[config.mk]
export PLATFORM = sky130hd
export DESIGN_NAME = bitscan_down
export DESIGN_NICKNAME = d
export VERILOG_FILES = /design/src/rtl/bsd_pkg.sv /design/src/rtl/bsd_window.sv /design/src/rtl/bsd_msb_enc.sv /design/src/rtl/bsd_out_reg.sv /design/src/rtl/bitscan_down.sv
export SDC_FILE = /design/constraint.sdc
export NUM_CORES = 1
export LEC_CHECK = 0
export BUFFER_PORTS_ARGS = -buffer_cell sky130_fd_sc_hd__clkbuf_2
export CAP_MARGIN = 25
export CELL_PAD_IN_SITES_DETAIL_PLACEMENT = 1
export CELL_PAD_IN_SITES_GLOBAL_PLACEMENT = 2
export CORE_MARGIN = 8
export CORE_UTILIZATION = 22
export DETAILED_ROUTE_END_ITERATION = 10
export PLACE_DENSITY = 0.81
export REMOVE_ABC_BUFFERS = 1
export SETUP_SLACK_MARGIN = 0.02
export SYNTH_ARGS = -nofsm -noshare
export SYNTH_HDL_FRONTEND = slang
export SYNTH_SLANG_ARGS = --single-unit
[constraint.sdc]
create_clock -name clk -period 1.9 [get_ports clk]
set_clock_uncertainty 0.15 [all_clocks]
set_input_delay 0.285 -clock clk [delete_from_list [all_inputs] [get_ports clk]]
set_output_delay 0.285 -clock clk [all_outputs]
set_load 0.01 [all_outputs]
[src/rtl/bsd_pkg.sv]
package bsd_pkg;
  localparam int unsigned BSD_DEF_WIDTH = 32;

  function automatic int unsigned bsd_idx_bits(input int unsigned width);
    int unsigned n;
    n = 0;
    while ((32'd1 << n) < width) n++;
    return (n == 0) ? 1 : n;
  endfunction
endpackage

[src/rtl/bsd_window.sv]
module bsd_window #(
  parameter int unsigned DATA_W = bsd_pkg::BSD_DEF_WIDTH,
  localparam int unsigned IDX_W = bsd_pkg::bsd_idx_bits(DATA_W)
) (
  input  logic [DATA_W-1:0] word_i,
  input  logic [IDX_W-1:0]  limit_i,
  output logic [DATA_W-1:0] masked_o
);
  logic [DATA_W-1:0] keep;

  // A zero limit keeps every bit; otherwise keep the bits strictly below the limit.
  assign keep     = (limit_i == '0) ? '1
                  : ((DATA_W'(1) << limit_i) - DATA_W'(1));
  assign masked_o = word_i & keep;
endmodule

[src/rtl/bsd_msb_enc.sv]
module bsd_msb_enc #(
  parameter int unsigned DATA_W = bsd_pkg::BSD_DEF_WIDTH,
  localparam int unsigned IDX_W = bsd_pkg::bsd_idx_bits(DATA_W)
) (
  input  logic [DATA_W-1:0] word_i,
  output logic              any_o,
  output logic [IDX_W-1:0]  idx_o
);
  // Binary tree; DATA_W must be a power of two.
  for (genvar l = 0; l <= IDX_W; l++) begin : g_lvl
    localparam int unsigned N = DATA_W >> l;
    logic [N-1:0]     v;
    logic [IDX_W-1:0] ix [N];
    if (l == 0) begin : g_leaf
      assign v = word_i;
      for (genvar j = 0; j < N; j++) begin : g_z
        assign ix[j] = '0;
      end
    end else begin : g_node
      for (genvar j = 0; j < N; j++) begin : g_pair
        logic hi_v;
        assign hi_v  = g_lvl[l-1].v[2*j+1];
        assign v[j]  = hi_v | g_lvl[l-1].v[2*j];
        assign ix[j] = hi_v ? (g_lvl[l-1].ix[2*j+1] | (IDX_W'(1) << (l-1)))
                            : g_lvl[l-1].ix[2*j];
      end
    end
  end

  assign any_o = g_lvl[IDX_W].v[0];
  assign idx_o = g_lvl[IDX_W].ix[0];
endmodule

[src/rtl/bsd_out_reg.sv]
module bsd_out_reg #(
  parameter int unsigned DATA_W = bsd_pkg::BSD_DEF_WIDTH,
  localparam int unsigned IDX_W = bsd_pkg::bsd_idx_bits(DATA_W)
) (
  input  logic              clk,
  input  logic              rst_n,
  input  logic              take_i,
  input  logic              hit_i,
  input  logic [IDX_W-1:0]  idx_i,
  input  logic              out_ready_i,
  output logic              out_valid_o,
  output logic [DATA_W-1:0] result_o,
  output logic              found_o
);
  always_ff @(posedge clk or negedge rst_n) begin
    if (!rst_n) begin
      out_valid_o <= 1'b0;
      result_o    <= '0;
      found_o     <= 1'b0;
    end else if (take_i) begin
      out_valid_o <= 1'b1;
      result_o    <= hit_i ? DATA_W'(idx_i) : '0;
      found_o     <= hit_i;
    end else if (out_ready_i) begin
      out_valid_o <= 1'b0;
    end
  end
endmodule

[src/rtl/bitscan_down.sv]
module bitscan_down #(
  parameter int unsigned DATA_W = bsd_pkg::BSD_DEF_WIDTH,
  localparam int unsigned IDX_W = bsd_pkg::bsd_idx_bits(DATA_W)
) (
  input  logic              clk,
  input  logic              rst_n,
  input  logic              in_valid,
  output logic              in_ready,
  input  logic [DATA_W-1:0] search_word,
  input  logic [DATA_W-1:0] ctrl_word,
  output logic              out_valid,
  input  logic              out_ready,
  output logic [DATA_W-1:0] result,
  output logic              found
);
  logic [DATA_W-1:0] windowed;
  logic              hit;
  logic [IDX_W-1:0]  hit_idx;
  logic              take;

  wire unused_ctrl_hi = ^ctrl_word[DATA_W-1:IDX_W];

  assign in_ready = !out_valid || out_ready;
  assign take     = in_valid && in_ready;

  bsd_window #(.DATA_W(DATA_W)) u_window (
    .word_i   (search_word),
    .limit_i  (ctrl_word[IDX_W-1:0]),
    .masked_o (windowed)
  );

  bsd_msb_enc #(.DATA_W(DATA_W)) u_enc (
    .word_i (windowed),
    .any_o  (hit),
    .idx_o  (hit_idx)
  );

  bsd_out_reg #(.DATA_W(DATA_W)) u_out (
    .clk         (clk),
    .rst_n       (rst_n),
    .take_i      (take),
    .hit_i       (hit),
    .idx_i       (hit_idx),
    .out_ready_i (out_ready),
    .out_valid_o (out_valid),
    .result_o    (result),
    .found_o     (found)
  );
endmodule

==> results.json <==
{
  "run_status": "finished with violations",
  "netlist_area_mm2": 0.001743,
  "required_ps": 1860,
  "ys_warn_count": 0,
  "hold_path_startpoint": "in_valid",
  "nNetsFinal": 433,
  "firstDrtPassIters": 4,
  "gp_congestion": 0.8740,
  "portBuffers": 48,
  "setup_ws_ps": -916.0,
  "coreArea_mm2": 0.007687,
  "netlist_top_cells_area": "buf_4, dfrtp_1, nand2_1, o21ai_0, a21oi_1",
  "synth_common_cells": "buf_4, nand2_1, nor2_1, o21ai_0, a21oi_1",
  "reg2reg_from": "u_out.out_valid_o",
  "num_vias": 2411,
  "gr-total-overflow": 0,
  "ioPinCount": 103,
  "holdPathEnd": "u_out.out_valid_o",
  "clock_sinks": 7,
  "clkTransAtPathRegs_ps": 40,
  "grt_util_all_layers_pct": 14.73,
  "wl_per_cell_um": 19.89,
  "min_delay_path_depth": 2,
  "end_kind": "flop",
  "layout.area.seq_um2": 175.2,
  "rsz0062_at_grt": "true",
  "synthArstFlopShare_pct": 100.0,
  "place_hpwl_mm": 6.216,
  "cts_buffers": 3,
  "maxSlewViolCount": 0,
  "grt_pass1_vias": 2609,
  "crit_path_start_kind": "primary input",
  "fp.dieW_um": 105.0,
  "fp-row-count": 32,
  "r2r-end": "u_out.result_o[1]",
  "dieHeight_um": 105.0,
  "final_area_mm2": 0.002898,
  "clockBufferDepth": 2,
  "grt_max_degree": 26,
  "die-area_mm2": 0.01103,
  "finalSetupTns_ps": -4938,
  "synth.distinct_cells": 67,
  "multi_input_area_mm2": 0.001526,
  "nFillCells": 985,
  "finalPower_w": 0.001149,
  "fin_crit_ps": 2816,
  "synth-edff-count": 0,
  "diodes": 0,
  "yosysMostFrequentCell": "buf_4",
  "start_util_pct": 22.67,
  "utilization_pct": 37.70,
  "fmax_mhz": 355.1,
  "tritoncts": "yes",
  "antenna_left": 0,
  "wl_mm": 9.247,
  "ir_drop_uv": 149.4,
  "syn-instance-count": 241,
  "grt_pass1_wl_mm": 13.43,
  "violations": "setup timing",
  "grt_antenna_before_repair": 0,
  "ff2ff_setup_slack_ps": 270,
  "r2r.worst_path.cells": 4,
  "cp.arrival_ps": 2780,
  "fin_crit_sh_pct": 148.2,
  "hold_class": "primary input to flop",
  "dp_slack_ps": -1243,
  "drive_gt1_share_pct": 50.69,
  "power.density_mw_per_mm2": 396.5,
  "h-tree-depth": 1,
  "crit_type": "primary input to flop",
  "yosysTopAreaCellShare_pct": 12.49,
  "p_leak_nw": 1.361,
  "cts_root_buf": "clkbuf_8",
  "syn_avg_cell_area_um2": 7.232,
  "synth_area_leader_cell": "buf_4",
  "ys_seq_elements": 7,
  "yosysSeqAreaShare_pct": 10.05,
  "ys.flop_type": "dfrtp_1",
  "syn_to_final_growth_pct": 66.26,
  "finalSetupViolCount": 6,
  "drc": 0,
  "clk_latency_ps": 230,
  "placed_area_mm2": 0.002445,
  "drt_iter0_drc": 125,
  "max-cap-violations": 0,
  "hold_violations": 0,
  "cp_max_fo": 7,
  "viasPerCell": 5.185
}
## cells by family (layout without fill, tap and decap cells)
family	Yosys count	count (layout)	share of synthesized area [%]
AOI/OAI and AO/OA	88	88	37.47
xor gates and xnor gates	1	1	0.5026
adders and majority gates	1	1	0.7178
buffers and inverters	54	150	20.24
DFF	7	7	10.05
muxes	1	1	0.5743
other	1	27	0.2152
and+or+nand+nor	88	88	30.22
## through the flow
stage                     hold slack, ps  instances
after floorplan                   -160.6        220
after global placement            -16.66        445
after detailed placement          -16.37        445
after CTS                          133.1        455
after global routing               178.0        465
final                              140.5        465
## layer usage
metal  wire length, um  vias up  track usage (%)
met2              4647      108            26.38
met1              3662     1163            16.79
met3               472       35            2.273
met4               464        0            6.626
met5                 0        -                0
li1                  -     1105                -
## how the worst max path moves through the flow
stage	from	end	slack, ps	cells after the start
floorplan	ctrl_word[1]	u_out.result_o[0]	-1250	11
global placement	ctrl_word[1]	u_out.result_o[1]	-1190	12
detailed placement	ctrl_word[1]	u_out.result_o[0]	-1240	12
CTS	ctrl_word[3]	u_out.result_o[1]	-920	12
global route	ctrl_word[1]	u_out.result_o[0]	-970	13
finish	ctrl_word[1]	u_out.result_o[0]	-920	12
## placed cells by master (no fill, tap or decap), types with 4 or more instances in the layout
cell,Yosys,layout
buf_4,29,86
clkbuf_2,0,47
conb_1,1,27
nand2_1,20,19
nor2_1,11,11
a21oi_1,10,8
o21ai_0,11,8
dfrtp_1,7,7
inv_1,7,6
o21a_1,6,6
nand2b_1,7,5
nand3_1,7,5
o31ai_1,5,5
o211a_1,5,5
o31a_1,4,4
## area by class of cell
| type | instances | area share, % |
|---|---|---|
| multi-input combinational | 206 | 52.68 |
| timing repair buffer | 139 | 34.41 |
| inverter | 7 | 0.9067 |
| tap | 102 | 4.404 |
| clock buffer | 4 | 1.554 |
| sequential | 7 | 6.045 |
## critical path, stage by stage
cell and delay (ps):
buf_6 90, or3_4 390, nor2_4 120, inv_2 70
ha_4 220, buf_16 150, a21boi_1 130, o21ai_2 200
nand3b_1 200, or4_1 590, o211a_1 160, o22a_1 160
## sequential cells by signal (all words and copies together), names as in the netlist
register,flops
u_out.found_o,1
u_out.out_valid_o,1
u_out.result_o,5
## power by group
part	internal, W	total (W)	leakage, nW	switching, W
logic	0.000350	0.000739	1.26	0.000389
registers	0.000176	0.000195	0.0751	0.0000189
clock network	0.000146	0.000215	0.0228	0.0000692
## timing repair
action                                 4_1_cts  5_1_grt
hold buffers                                 1        0
pin swaps                                   16       19
resized for setup                           21       33
setup endpoints to repair                    6        6
gates cloned                                 2        0
endpoints found under the hold margin        7        0
buffers inserted                             3       10
(Power assumes the default switching activity.)
